## src/rtl/cdr_pi_pkg.sv

```systemverilog
package cdr_pi_pkg;
  localparam int GSEL_W = 2;

  typedef enum logic [GSEL_W-1:0] {
    GSEL_FAST = 2'd0,
    GSEL_MID  = 2'd1,
    GSEL_SLOW = 2'd2,
    GSEL_ALT  = 2'd3
  } gsel_e;

  localparam int NUM_KI = 3;
endpackage

```

## src/rtl/cdr_gain_scale.sv

```systemverilog
// Places a signed integer error into fixed point and scales it by 2^-SHIFT.
module cdr_gain_scale #(
  parameter int IN_W   = 5,
  parameter int FRAC_W = 12,
  parameter int SHIFT  = 3,
  localparam int OUT_W = IN_W + FRAC_W
) (
  input  logic signed [IN_W-1:0]  err_i,
  output logic signed [OUT_W-1:0] term_o
);
  localparam int SH = FRAC_W - SHIFT;

  logic signed [OUT_W-1:0] ext;

  assign ext    = {{(OUT_W-IN_W){err_i[IN_W-1]}}, err_i};
  assign term_o = ext <<< SH;
endmodule

```

## src/rtl/cdr_freq_integ.sv

```systemverilog
// Signed, saturating frequency register.
module cdr_freq_integ #(
  parameter int STEP_W = 17,
  parameter int FREQ_W = 18
) (
  input  logic                     clk_i,
  input  logic                     rst_ni,
  input  logic                     en_i,
  input  logic signed [STEP_W-1:0] step_i,
  output logic signed [FREQ_W-1:0] freq_o
);
  localparam logic signed [FREQ_W-1:0] F_MAX = {1'b0, {(FREQ_W-1){1'b1}}};
  localparam logic signed [FREQ_W-1:0] F_MIN = {1'b1, {(FREQ_W-1){1'b0}}};

  logic signed [FREQ_W-1:0] freq_q, freq_d;
  logic signed [FREQ_W:0]   sum;

  assign sum = {freq_q[FREQ_W-1], freq_q}
             + {{(FREQ_W+1-STEP_W){step_i[STEP_W-1]}}, step_i};

  always_comb begin
    if (sum[FREQ_W] != sum[FREQ_W-1]) freq_d = sum[FREQ_W] ? F_MIN : F_MAX;
    else                              freq_d = sum[FREQ_W-1:0];
  end

  always_ff @(posedge clk_i or negedge rst_ni) begin
    if (!rst_ni)   freq_q <= '0;
    else if (en_i) freq_q <= freq_d;
  end

  assign freq_o = freq_q;
endmodule

```

## src/rtl/cdr_phase_integ.sv

```systemverilog
// Unsigned, freely wrapping phase accumulator; exports its integer bits.
module cdr_phase_integ #(
  parameter int CODE_W = 12,
  parameter int FRAC_W = 12,
  parameter int PROP_W = 17,
  parameter int FREQ_W = 18,
  localparam int ACC_W = CODE_W + FRAC_W
) (
  input  logic                     clk_i,
  input  logic                     rst_ni,
  input  logic                     en_i,
  input  logic signed [PROP_W-1:0] prop_i,
  input  logic signed [FREQ_W-1:0] freq_i,
  output logic [CODE_W-1:0]        code_o
);
  logic [ACC_W-1:0] acc_q, prop_x, freq_x;

  assign prop_x = {{(ACC_W-PROP_W){prop_i[PROP_W-1]}}, prop_i};
  assign freq_x = {{(ACC_W-FREQ_W){freq_i[FREQ_W-1]}}, freq_i};

  always_ff @(posedge clk_i or negedge rst_ni) begin
    if (!rst_ni)   acc_q <= '0;
    else if (en_i) acc_q <= acc_q + prop_x + freq_x;
  end

  assign code_o = acc_q[ACC_W-1:FRAC_W];
endmodule

```

## src/rtl/cdr_pi_ctrl.sv

```systemverilog
module cdr_pi_ctrl
  import cdr_pi_pkg::*;
#(
  parameter int ERR_W     = 5,
  parameter int CODE_W    = 12,
  parameter int FRAC_W    = 12,
  parameter int FREQ_W    = 18,
  parameter int KP_SHIFT  = 3,
  parameter int KI_SHIFT0 = 8,
  parameter int KI_SHIFT1 = 10,
  parameter int KI_SHIFT2 = 12
) (
  input  logic                    clk_i,
  input  logic                    rst_ni,
  input  logic                    valid_i,
  input  logic signed [ERR_W-1:0] err_i,
  input  logic [GSEL_W-1:0]       gsel_i,
  output logic [CODE_W-1:0]       code_o
);
  localparam int STEP_W = ERR_W + FRAC_W;
  localparam int KI_SHIFT [NUM_KI] = '{KI_SHIFT0, KI_SHIFT1, KI_SHIFT2};

  logic signed [STEP_W-1:0] prop_w;
  logic signed [STEP_W-1:0] ki_w [NUM_KI];
  logic signed [STEP_W-1:0] ki_sel;
  logic signed [FREQ_W-1:0] freq_w;

  cdr_gain_scale #(.IN_W(ERR_W), .FRAC_W(FRAC_W), .SHIFT(KP_SHIFT)) u_kp (
    .err_i (err_i),
    .term_o(prop_w)
  );

  for (genvar g = 0; g < NUM_KI; g++) begin : g_ki
    cdr_gain_scale #(.IN_W(ERR_W), .FRAC_W(FRAC_W), .SHIFT(KI_SHIFT[g])) u_ki (
      .err_i (err_i),
      .term_o(ki_w[g])
    );
  end

  always_comb begin
    unique case (gsel_e'(gsel_i))
      GSEL_FAST: ki_sel = ki_w[0];
      GSEL_MID:  ki_sel = ki_w[1];
      default:   ki_sel = ki_w[2];
    endcase
  end

  cdr_freq_integ #(.STEP_W(STEP_W), .FREQ_W(FREQ_W)) u_freq (
    .clk_i (clk_i),
    .rst_ni(rst_ni),
    .en_i  (valid_i),
    .step_i(ki_sel),
    .freq_o(freq_w)
  );

  // Phase adds the frequency value held before this sample's update.
  cdr_phase_integ #(
    .CODE_W(CODE_W), .FRAC_W(FRAC_W), .PROP_W(STEP_W), .FREQ_W(FREQ_W)
  ) u_phase (
    .clk_i (clk_i),
    .rst_ni(rst_ni),
    .en_i  (valid_i),
    .prop_i(prop_w),
    .freq_i(freq_w),
    .code_o(code_o)
  );
endmodule

```

## config.mk

```make
export PLATFORM = sky130hd
export DESIGN_NAME = cdr_pi_ctrl
export DESIGN_NICKNAME = d
export VERILOG_FILES = /design/src/rtl/cdr_pi_pkg.sv /design/src/rtl/cdr_gain_scale.sv /design/src/rtl/cdr_freq_integ.sv /design/src/rtl/cdr_phase_integ.sv /design/src/rtl/cdr_pi_ctrl.sv
export SDC_FILE = /design/constraint.sdc
export NUM_CORES = 1
export LEC_CHECK = 0
export ABC_AREA = 0
export BUFFER_PORTS_ARGS = -buffer_cell sky130_fd_sc_hd__buf_2
export CAP_MARGIN = 5
export CORE_MARGIN = 5
export CORE_UTILIZATION = 40
export CTS_BUF_LIST = sky130_fd_sc_hd__clkbuf_8
export CTS_CLUSTER_SIZE = 30
export DETAILED_ROUTE_END_ITERATION = 10
export GPL_ROUTABILITY_DRIVEN = 0
export PLACE_DENSITY = 0.67
export SLEW_MARGIN = 40
export SYNTH_ARGS = -nofsm -noshare
export SYNTH_HDL_FRONTEND = slang
export SYNTH_SLANG_ARGS = --single-unit
```

## constraint.sdc

```tcl
create_clock -name clk_i -period 6.5 [get_ports clk_i]
set_clock_uncertainty 0.15 [all_clocks]
set_input_delay 0.65 -clock clk_i [delete_from_list [all_inputs] [get_ports clk_i]]
set_output_delay 0.65 -clock clk_i [all_outputs]
set_load 0.005 [all_outputs]
```

==> results of run 1 <==
## synth_stat cells (all sizes together)
library cell | n | area, µm²
nand2b | 9 | 56.3
a21o | 13 | 97.6
a41oi | 3 | 26.3
buf | 17 | 130
a21bo | 1 | 10.0
xor2 | 14 | 130
dfrtp | 42 | 1050
inv | 32 | 120
a2bb2oi | 1 | 8.76
o31ai | 1 | 21.3
nand3 | 6 | 30.0
nand2 | 31 | 119
nor2 | 37 | 139
and3 | 2 | 12.5
nor4 | 1 | 6.26
a221o | 1 | 10.0
o22ai | 17 | 125
xnor2 | 18 | 158
o211ai | 5 | 51.3
ha | 50 | 626
a31o | 3 | 26.3
a21oi | 39 | 195
clkbuf | 7 | 26.3
nor2b | 7 | 43.8
a211oi | 8 | 65.1
mux2i | 2 | 20.0
nor3 | 5 | 25.0
o311ai | 1 | 26.3
fa | 16 | 320
a31oi | 5 | 31.3
o21a | 4 | 30.0
or2 | 2 | 12.5
o31a | 1 | 8.76
o21ai | 25 | 129
o2111ai | 1 | 8.76
a211o | 1 | 8.76
nand4 | 4 | 25.0
mux2 | 16 | 180
a41o | 1 | 10.0
and2 | 3 | 18.8
o21bai | 5 | 37.5
o2111a | 1 | 11.3
a2111oi | 3 | 32.5
## state kept, by name, summed over array words and instances (netlist names)
| name | flops |
|---|---|
| u_freq.freq_o | 18 |
| u_phase.acc_q | 24 |
## routing by layer
| layer | wire [µm] | vias to the layer above | GRT usage (%) |
|---|---|---|---|
| met3 | 254 | 14 | 1.98 |
| met5 | 0 | - | 0 |
| met4 | 150 | 0 | 4.65 |
| li1 | - | 1644 | - |
| met2 | 4090 | 69 | 22.7 |
| met1 | 4240 | 1559 | 20.0 |
## metrics by stage
stage / utilization [%] / hold slack, ps / instances / cell area, µm² / worst slack, ps
6_report: 42.9 / 175 / 601 / 4430 / 2850
5_1_grt: 42.9 / 212 / 601 / 4430 / 2580
4_1_cts: 42.9 / 186 / 601 / 4430 / 2830
3_5_place_dp: 42.1 / 320 / 594 / 4340 / 2500
3_3_place_gp: 42.0 / 327 / 594 / 4340 / 2660
2_1_floorplan: - / 204 / 461 / 4220 / 3170
## final cells by class
cell class | count | area (µm²)
Sequential cell | 42 | 1050
Multi-Input combinational cell | 363 | 2890
Fill cell | 998 | 5900
Inverter | 32 | 120
Clock inverter | 2 | 15.0
Clock buffer | 5 | 68.8
Timing Repair Buffer | 21 | 110
Tap cell | 136 | 170
## path summary, 6_finish.rpt
check	slack (ps)	cells after the start	startpoint	end
worst max-delay path	2850	10	err_i[4]	u_phase.acc_q[23]
max in group asynchronous	5660	1	rst_ni	u_phase.acc_q[21]
worst min register to register	340	1	u_phase.acc_q[23]	u_phase.acc_q[23]
min in group clk_i	340	1	u_phase.acc_q[23]	u_phase.acc_q[23]
worst max register to register	3320	12	u_freq.freq_o[1]	u_phase.acc_q[21]
worst min-delay path	170	1	rst_ni	u_phase.acc_q[0]
## worst reg2reg max path: stages, from the launching register on
cell       delay (ps)
dfrtp_1           450
ha_1              330
ha_1              220
inv_1              70
fa_1              210
nor2b_1            80
o2111a_1          250
o31a_1            290
o2111ai_1         240
nand3_1           110
a41oi_1           300
xnor2_1           120
mux2_2            260
## cells by family (layout without fill, tap and decap cells)
kind of cell	count (synthesis)	in the layout
adder cells (fa/ha/maj)	66	66
AO/OA/AOI/OAI	140	140
buffers and inverters	56	60
XOR/XNOR	32	32
multiplexers	18	18
flip-flops	42	42
AND/OR/NAND/NOR	107	107
==> results.md, run 1 <==
- The worst pin sits at a relative slew slack of 54.8%.
- The die outline height is 113 µm.
- The number of instances in the synthesized netlist is around 460.
- Of all nets on the critical path, the largest fanout is 22.
- The arrival time at the worst endpoint is 3740 ps.
- CTS saw between 40 and 50 sinks.
- The die covers 12700 µm².
- In this run the worst hold path is classified as primary input to async pin.
- The longest clock path from root to sink contains 2 buffers.
- The core region is around 10000 µm².
- When the netlist entered floorplanning its net count stood at 537.
- Port buffering added 21 buffers.
- STA classifies the critical path endpoint as a flop.
- The total via count in the routed design is 3286.
- The first detailed-routing pass ran for 4 iterations.
- Of the post-synthesis cell area, the part taken by muxes is 4.74%.
- The CTS buffer count is 5.
- The register bit count reported by yosys is 42.
- The share of the synthesized area in compound gates (AO/OA/AOI/OAI) is 23.0%.
- The cts-stage hold buffer count is 0.
- Setup violations remaining at the end of the flow were counted as 0.
- The tool flagged a number of max-cap violations equal to 0.
- The mean instance size in the synthesized netlist is 9.15 µm².
- The root cell of the clock tree is clkbuf_8.
- The detailed-route DRC error count is 0.
- The total detailed-routing wirelength is ~8.7 mm.
- The number of top-level design ports is 22.
- Setup repair after global routing left no endpoint under its margin.
- The number of buffer and inverter stages on the critical path is 1.
- STA puts the critical path data required time at roughly 6600 ps.
- The xor and xnor fraction of the mapped netlist area is 6.82%.
- The first global-routing pass estimated 15.3 mm of wire.
- The share of the clock period used by the worst path is 56.2%.
- After the first detailed-routing iteration, the DRC count stood at 210.
- After clock tree synthesis, the repair step resized 0 gates.
- The final count of pins violating max slew came to 0.
- For this run the aggregate overflow at the end of global routing stands at 0.
- Once detail routing completed, the nets flagged for antenna violations numbered 0.
- STA classifies the critical path startpoint as a primary input.
- Summing the areas of all and, or, nand and nor instances in the mapped netlist gives 11.6% of the synthesized area.
- On the critical path the largest part of the delay comes from compound AO/OA/AOI/OAI gates.
- For this run, the post-layout net count is 541.
- The number of antenna violations at the first check in global routing is 0.
- Detailed placement ended at an HPWL of 6.92 mm.
- The library cells used most frequently in the layout, excluding fill and tap cells, are 50 x ha_1, 42 x dfrtp_1, 39 x a21oi_1, 37 x nor2_1, 32 x inv_1.
- At the pin with the least slew margin, the transition time is about 680 ps.
- The total negative slack for setup checks is 0 ps.
- TritonCTS built the clock tree.
- The library cell used most frequently in the layout, excluding fill and tap cells, is ha_1.
- The number of global-route vias before repair was 3281.
- The total count of hold-check failures in the final report is 0.
- Traced cell by cell, the critical path runs through buf_2, fa_1, ha_1, a21oi_1, nor2_1, a211oi_1, o21ai_0, a221o_1, mux2i_1, xor2_1.
- The largest incremental delay on the critical path is 520 ps.
- The count of distinct cell types in the synthesized netlist is 55.
- From synthesis to final layout, the design area changed by 4.92%.
- The H-tree level count is 2.
- Counting I/O delays and the setup requirement, the final critical path takes 3650 ps.
- By area, the combinational part of the netlist is dominated by compound AO/OA/AOI/OAI gates.
- Row generation in the floorplan step produced 37 rows.
- In this run the horizontal extent of the chip is 113 µm.
- For this design, the slowest cell found on the critical path is fa_1.
- The run finished with clean final reports.
- The register area share after synthesis is 24.9%.
- In the routed layout, each cell is associated on average with a via count of 5.47.
- Summing the areas of all fa, ha and maj instances in the mapped netlist gives 22.4% of the synthesized area.
- The starting density of the core is about two fifths.
- Entering global routing, the biggest net connects 54 pins.
- The number of diodes is 0.
- Derived from the worst setup path, the maximum achievable clock frequency is 0.274 GHz.
- Clock-pin slew was measured on the worst setup and hold paths at 90 ps.
- The critical path start-end classification is primary input to flop.
- For this run, the number of Yosys warnings is 0.
- The mapped netlist covers 4220 µm².
- Cells with a size suffix above 1 make up between 10% and 20% of the layout.
- The total global-route track usage is 14.3%.
- The clock reaches the later pin of the worst-skew pair after 310 ps.
- The buffers inserted during post-CTS setup optimization is 0.
- After detailed routing, the average wire length per cell comes to 14.5 µm.
Power of run 1 is not shown: default switching activity piles up to over one toggle a cycle in this logic, so the estimate is an artifact.
==> run 2: changes to the inputs <==
--- a/config.mk
+++ b/config.mk
@@ -5,7 +5,7 @@
 export SDC_FILE = /design/constraint.sdc
 export NUM_CORES = 1
 export LEC_CHECK = 0
-export ABC_AREA = 0
+export ABC_AREA = 1
 export BUFFER_PORTS_ARGS = -buffer_cell sky130_fd_sc_hd__buf_2
 export CAP_MARGIN = 5
 export CORE_MARGIN = 5
==> constraint.sdc (replaced) <==
create_clock -name clk_i -period 3.46 [get_ports clk_i]
set_clock_uncertainty 0.15 [all_clocks]
set_input_delay 0.346 -clock clk_i [delete_from_list [all_inputs] [get_ports clk_i]]
set_output_delay 0.346 -clock clk_i [all_outputs]
set_load 0.005 [all_outputs]
==> run 2 against run 1 <==
First-iteration DRC count up 12%. Wire length increased by 27%. Utilization is 0.37 points higher. Cell count up 29%. Critical path depth decreased by 1. Via count rose by 24%. Register-to-register slack worse by 2700 ps. Flip-flop and latch count unchanged. Synthesized cell count grew 35%. Worst hold slack improved by 170 ps. Critical endpoint is now u_phase.acc_q[20]. Largest cell class unchanged.
==> results.md, run 2 <==
- Run status: completed (unchanged).
- The buffers inserted during post-CTS setup optimization is 0 (unchanged).
- The mean instance size in the synthesized netlist is 7.38 µm² (was 9.15 µm²).
- The ratio of cells with drive above 1 in the final layout is 12.3% (was 13.1%).
- The first-pass iteration count of the detailed router is 4 (unchanged).
- The most numerous cell type found on the critical path is nand2_1.
- The root cell of the clock tree is clkbuf_8 (unchanged).
- The remaining global-route overflow came to 0 (unchanged).
- The number of top-level design ports is 22 (unchanged).
- The maximum number of pins on one net before global-route repair is 43 (was 54).
- The total global-route track usage is 17.3% (was 14.3%).
- The endpoint of the lowest-slack register-to-register path is u_phase.acc_q[20] (was u_phase.acc_q[21]).
- The routed length per placed instance is 14.3 µm (was 14.5 µm).
- The number of warnings issued by yosys is 0 (unchanged).
- The number of gates resized after cts was 0 (unchanged).
- The biggest area consumer among synthesized cells is dfrtp_1 (unchanged).
- The H-tree level count is 2 (unchanged).
- The total via count in the routed design is 4091 (was 3286).
- The die outline height is 117 µm (was 113 µm).
- The path class of the lowest-slack min-delay path is flop to flop (was primary input to async pin).
- The worst flop-to-flop path startpoint is u_freq.freq_o[17] (was u_freq.freq_o[1]).
- The clock sink count came to 42 (unchanged).
- The proportion of netlist area held by the largest area contributor is 22.9% (was 24.9%).
- The final setup violation count is 0 (unchanged).
- The required time at the endpoint of the critical path is 3520 ps (was 6590 ps).
- The total detailed-routing wirelength is 11.1 mm (was 8.73 mm).
- The arrival time at the worst endpoint is 2890 ps (was 3740 ps).
- The headroom to the max-slew limit is 64.4% (was 54.8%).
- The number of standard-cell rows in the floorplan came to 39 (was 37).
- The register bit count reported by yosys is 42 (unchanged).
- The capturing element type of the critical path is a flop (unchanged).
- The number of antenna violations at the first check in global routing is 0 (unchanged).
- The deepest clock path buffer count is 2 (unchanged).
- The detailed-route DRC error count is 0 (unchanged).
- The register area share after synthesis is 22.9% (was 24.9%).
- The total count of hold-check failures in the final report is 0 (unchanged).
- The max-cap violation count is 0 (unchanged).
- Along the worst hold path, the cell count comes to 2.
- The count of distinct cell types in the synthesized netlist is 44 (was 55).
- The number of port buffers is 21 (unchanged).
- Unrepaired setup endpoints after global routing: no (unchanged).
- The total core area is 11300 µm² (was 10300 µm²).
- The total negative slack for setup checks came to 0 ps (unchanged).
- The number of instances in the synthesized netlist is 621 (was 461).
- The growth of design area from synthesis to finish is 6.82% (was 4.92%).
- The count of flip-flops with a built-in enable after synthesis came to 0 (unchanged).
- The hold path startpoint is u_phase.acc_q[4].
- The die span in x was 117 µm (was 113 µm).
- The setup slack on the worst flop-to-flop path is 640 ps (was 3320 ps).
- The source-to-sink clock delay at the later pin of the worst-skew pair is 310 ps (about the same).
- The net count after synthesis came to 697 (was 537).
- The critical path start-end classification is flop to flop (was primary input to flop).
- The CTS buffer count was 5 (unchanged).
- The residual antenna-violating net count after detailed routing is 0 (unchanged).
- The fill cell instance count of the final layout came to 1124 (was 998).
- The most frequent standard cell in the layout excluding fill and tap cells is nand2_1 (was ha_1).
- The violation count after the first detailed-route iteration was 236 (was 210).
- The number of nets at the end of the flow is 708 (was 541).
- The wire length of the first global-routing pass is 19.3 mm (was 15.3 mm).
- The peak clock frequency supported by timing is 0.354 GHz.
- The number of flip-flops under the largest register name is 24 (unchanged).
- The starting density of the core came to 40.5% (was 40.9%).
- The final count of pins violating max slew was 0 (unchanged).
- The destination of the worst hold path is u_phase.acc_q[4].
- The netlist area before placement was 4580 µm² (was 4220 µm²).
- The clock-pin slew on the worst setup and hold paths is 90 ps (about the same).
- The number of cells traversed by the worst register-to-register path is 9 (was 12).
- The number of diodes is 0 (unchanged).
- Sequence of cells on the critical path: fa_1, ha_1, nand2_1, nor4_1, nand4_1, nand3_1, nand2_1, nand3_1, nand2_1 (was buf_2, fa_1, ha_1, a21oi_1, nor2_1, a211oi_1, o21ai_0, a221o_1, mux2i_1, xor2_1).
- Leading cell types by count after synthesis: 172 x nand2_1, 50 x ha_1, 50 x inv_1 (was 50 x ha_1, 42 x dfrtp_1, 39 x a21oi_1).
- The maximum fanout encountered on the critical timing path is 8 (was 22).
- The kind of launch point of the worst setup path is a flop (was primary input).
- The clock tree from TritonCTS is yes (unchanged).
- The placed wire-length estimate is 9.01 mm (was 6.92 mm).
- The cell with the biggest individual delay on the critical path was dfrtp_1 (was fa_1).
- The dominant cell by count in the synthesized netlist is nand2_1 (was ha_1).
- The slew at the pin closest to its max-slew limit was 534 ps (was 678 ps).
- The share of synthesized flip-flops with an asynchronous set or reset is 100% (unchanged).
- The number of buffer and inverter stages on the critical path is 0 (was 1).
- Dividing the final minimum period by the clock period gives 81.6%.
- The number of global-route vias before repair was 4123 (was 3281).
- The family with the most delay on the worst path is simple AND/OR/NAND/NOR gates (was compound AO/OA/AOI/OAI gates).
- The largest incremental delay on the critical path is 650 ps (was 520 ps).
- The cell count along the critical path came to 9 (was 10).
- The primary flip-flop cell chosen by synthesis mapping is dfrtp_1 (unchanged).
- The minimum clock period is 2820 ps.
- Ranking of synthesized cells by area: dfrtp_1 23%, nand2_1 14%, ha_1 14% (was dfrtp_1 25%, ha_1 15%, fa_1 7.6%).
- The ratio of routed vias to standard cells is 5.27 (was 5.47).
- Leading cell types in the layout, fill and taps excluded: 172 x nand2_1, 50 x inv_1, 50 x ha_1, 47 x nor2_1, 42 x dfrtp_1 (was 50 x ha_1, 42 x dfrtp_1, 39 x a21oi_1, 37 x nor2_1, 32 x inv_1).
- The register containing the most flip-flops in the final layout is u_phase.acc_q (unchanged).
- The overall die area is 13700 µm² (was 12700 µm²).
[run 2: cell types whose count changed after synthesis, moves of 10 or more]
cell / delta
mux2_2: -16
inv_1: +18
nor2_1: +10
nand3_1: +27
nand2_1: +142
a21oi_2: +13
nand2_2: +14
o22ai_1: -12
[run 2: cell families after synthesis]
group           count (synthesis)  synth area share, %
compound gates                109                 14.4
xor+xnor                       22                 4.20
fa+ha+maj                      66                 20.6
buf+inv                        74                 7.64
flops                          42                 22.9
simple gates                  308                 30.2
[run 2: stage by stage]
| stage | cell area (µm²) | hold slack, ps | cells | utilization (%) | worst slack (ps) |
|---|---|---|---|---|---|
| after floorplan | 4580 | -99.6 | 621 | - | 944 |
| after global placement | 4750 | 310 | 767 | 41.9 | 485 |
| after detailed placement | 4750 | 221 | 767 | 42.0 | 414 |
| after CTS | 4900 | 347 | 776 | 43.3 | 581 |
| after global routing | 4900 | 367 | 776 | 43.3 | 395 |
| final | 4900 | 348 | 776 | 43.3 | 635 |
[run 2: what timing repair did]
action,CTS,global route
endpoints found under the hold margin,42,0
endpoints found under the setup margin,0,0
hold buffers,1,0
[run 2: cell type report]
type	instances	area, µm²	area share [%]
clock inverter	3	68.8	1.41
sequential	42	1050	21.5
tap	143	179	3.65
inverter	51	191	3.91
multi-input combinational	505	3180	65.0
clock buffer	5	68.8	1.41
timing repair buffer	27	155	3.17
[run 2: layer usage]
metal,vias up,part of all wire [%],track usage (%)
met2,72,49,30.4
met4,0,1.6,5.12
met3,14,3.4,1.85
met5,-,0,0
li1,2083,-,-
met1,1922,46,22.6
[run 2: worst max path at each step]
stage                        endpoint               from  slack (ps)
floorplan           u_phase.acc_q[19]   u_freq.freq_o[1]         940
global placement     u_freq.freq_o[2]           err_i[4]         480
detailed placement   u_freq.freq_o[3]           err_i[4]         410
CTS                  u_freq.freq_o[3]  u_freq.freq_o[17]         580
global route         u_freq.freq_o[3]  u_freq.freq_o[17]         400
finish              u_phase.acc_q[20]  u_freq.freq_o[17]         640
[run 2: worst register-to-register path, stage by stage (launching register included)]
cell	delay, ps
dfrtp_1	650
fa_1	530
ha_1	380
nand2_1	140
nor4_1	400
nand4_1	180
nand3_1	120
nand2_1	50
nand3_1	60
nand2_1	50
Power of run 2 is left out for the same reason.
==> run 3: changes to the inputs <==
--- a/config.mk
+++ b/config.mk
@@ -5,7 +5,7 @@
 export SDC_FILE = /design/constraint.sdc
 export NUM_CORES = 1
 export LEC_CHECK = 0
-export ABC_AREA = 1
+export ABC_AREA = 0
 export BUFFER_PORTS_ARGS = -buffer_cell sky130_fd_sc_hd__buf_2
 export CAP_MARGIN = 5
 export CORE_MARGIN = 5
==> constraint.sdc (replaced) <==
create_clock -name clk_i -period 2.8 [get_ports clk_i]
set_clock_uncertainty 0.15 [all_clocks]
set_input_delay 0.28 -clock clk_i [delete_from_list [all_inputs] [get_ports clk_i]]
set_output_delay 0.28 -clock clk_i [all_outputs]
set_load 0.005 [all_outputs]
==> run 3 against run 2 <==
The run now ends with negative setup slack left. Maximum frequency is 4.1% lower. Final area is 15% higher. Worst hold slack worse by 26 ps. Critical endpoint is now u_phase.acc_q[11]. Flip-flop and latch count stayed put.
==> results.md, run 3 (synthesized netlist as in run 1, its figures left out) <==
- Run status: complete, but fails checks (was completed).
- The final reports fail on negative setup slack.
- The area taken by flip-flops and latches came to 1050 µm² (about the same).
- The detailed-route DRC error count was 0 (unchanged).
- The starting density of the core came to 40.9% (was 40.5%).
- Unrepaired setup endpoints after global routing: yes (was no).
- The ratio of cells with drive above 1 in the final layout was 38.6% (was 12.3%).
- The total count of hold-check failures in the final report came to 0 (unchanged).
- The placed wire-length estimate was 7.94 mm (was 9.01 mm).
- The number of diodes was 0 (unchanged).
- The setup slack on the worst flop-to-flop path is -150 ps (was 640 ps).
- The critical path start-end classification is flop to flop (unchanged).
- The total global-route track usage is 16.3% (was 17.3%).
- The sum of met3 wire segment lengths after detailed routing is 249 µm (was 372 µm).
- The total detailed-routing wirelength is 10.8 mm (was 11.1 mm).
- The CTS buffer count is 5 (unchanged).
- The source-to-sink clock delay at the later pin of the worst-skew pair is 300 ps (was 310 ps).
- The path class of the lowest-slack min-delay path is primary input to async pin (was flop to flop).
- The number of cells traversed by the worst register-to-register path is 12 (was 9).
- The maximum fanout encountered on the critical timing path is 3 (was 8).
- The first-pass iteration count of the detailed router is 4 (unchanged).
- The growth of design area from synthesis to finish is 33.7% (was 6.82%).
- The area of the multi-input gates is 3250 µm² (was 3180 µm²).
- The most frequent standard cell in the layout excluding fill and tap cells was buf_4 (was nand2_1).
- The H-tree level count is 2 (unchanged).
- The final setup violation count came to 16 (was 0).
- The met2 wirelength from detailed routing is 5.33 mm (was 5.48 mm).
- The arrival time at the worst endpoint is 2990 ps (was 2890 ps).
- The post-route met1 wirelength is 4.95 mm (was 5.06 mm).
- The fill cell instance count of the final layout is 865 (was 1124).
- The max-cap violation count was 0 (unchanged).
- The remaining global-route overflow is 0 (unchanged).
- The total via count in the routed design is 3757 (was 4091).
- The number of standard-cell rows in the floorplan is 37 (was 39).
- The worst hold-check slack is 322 ps (was 348 ps).
- The post-layout worst setup margin was -147 ps (was 635 ps).
- The die outline height is 113 µm (was 117 µm).
- The maximum number of pins on one net before global-route repair is 54 (was 43).
- The ratio of routed vias to standard cells is 5.32 (was 5.27).
- The minimum clock period is 2950 ps (was 2820 ps).
- The clock-pin slew on the worst setup and hold paths is 80 ps (was 90 ps).
- The number of port buffers is 21 (unchanged).
- The die span in x was 113 µm (was 117 µm).
- The required time at the endpoint of the critical path is 2850 ps (was 3520 ps).
- The peak clock frequency supported by timing is 0.339 GHz (was 0.354 GHz).
- The number of top-level design ports is 22 (unchanged).
- The residual antenna-violating net count after detailed routing is 0 (unchanged).
- The final count of pins violating max slew is 0 (unchanged).
- The root cell of the clock tree was clkbuf_8 (unchanged).
- The routed length per placed instance is 15.2 µm (was 14.3 µm).
- The deepest clock path buffer count is 2 (unchanged).
- The share of the clock period used by the worst path came to 105% (was 81.6%).
- The number of nets at the end of the flow is 646 (was 708).
- The capturing element type of the critical path is a flop (unchanged).
- The end-of-flow core utilization is 54.7% (was 43.3%).
- The total core area is 10300 µm² (was 11300 µm²).
- The headroom to the max-slew limit is 64.3% (was 64.4%).
- The number of global-route vias before repair is 3773 (was 4123).
- The number of flip-flops under the largest register name came to 24 (unchanged).
- The overall die area is 12700 µm² (was 13700 µm²).
- Leading cell types in the layout, fill and taps excluded: 96 x buf_4, 42 x ha_1, 41 x dfrtp_1, 33 x nor2_1 (was 172 x nand2_1, 50 x inv_1, 50 x ha_1, 47 x nor2_1, 42 x dfrtp_1).
- The violation count after the first detailed-route iteration came to 130 (was 236).
- The wire length of the first global-routing pass is 17.4 mm (was 19.3 mm).
- The slew at the pin closest to its max-slew limit was 536 ps (was 534 ps).
- The register containing the most flip-flops in the final layout is u_phase.acc_q (unchanged).
- The clock tree from TritonCTS was yes (unchanged).
- The number of antenna violations at the first check in global routing is 0 (unchanged).
- The kind of launch point of the worst setup path is a flop (unchanged).
- The clock sink count is 42 (unchanged).
- The uppermost layer routed is met4 (unchanged).
==> run 3: path summary, 6_finish.rpt <==
check | startpoint | to
min in group clk_i | valid_i | u_phase.acc_q[14]
min reg2reg | u_phase.acc_q[23] | u_phase.acc_q[23]
max reg2reg | u_freq.freq_o[1] | u_phase.acc_q[11]
min | rst_ni | u_freq.freq_o[2]
max in group asynchronous | rst_ni | u_freq.freq_o[17]
max | u_freq.freq_o[1] | u_phase.acc_q[11]
==> run 3: critical path, cell delays in order, from the launching register on <==
cell and delay, ps:
dfrtp_1 390, ha_1 310, ha_2 190, inv_2 50, fa_2 220, nor2b_4 50
o2111a_1 260, o31a_1 310, buf_4 160, or2_4 240, a21oi_4 170, xnor2_1 80
mux2_2 260
==> run 3: layout make-up <==
cell class	instances	area share [%]
clock inverter	2	0.266
sequential	42	18.6
tap	136	3.02
inverter	32	2.13
clock buffer	5	1.22
timing repair buffer	126	17.1
multi-input combinational	363	57.6
==> run 3: through the flow <==
step / setup TNS [ps] / setup slack, ps / cells / instance area (µm²)
6_report: -862 / -147 / 706 / 5640
5_1_grt: -3260 / -274 / 706 / 5640
4_1_cts: -620 / -138 / 693 / 5270
3_5_place_dp: -5240 / -270 / 680 / 5060
3_3_place_gp: -3860 / -230 / 680 / 5060
2_1_floorplan: -24.5 / -24.5 / 461 / 4260
==> run 3: repair_timing <==
action,4_1_cts,5_1_grt
hold buffers,1,0
setup buffers,5,13
cloned,0,1
hold endpoints to repair,21,0
resized for setup,18,54
endpoints found under the setup margin,22,29
pin swaps,14,48
==> run 3: metal layers <==
metal  vias to the layer above  GRT usage, %
li1                       1855             -
met2                        52          27.9
met4                         0          5.45
met5                         -             0
met3                        19          2.03
met1                      1831          21.4
Power of run 3 is left out for the same reason.
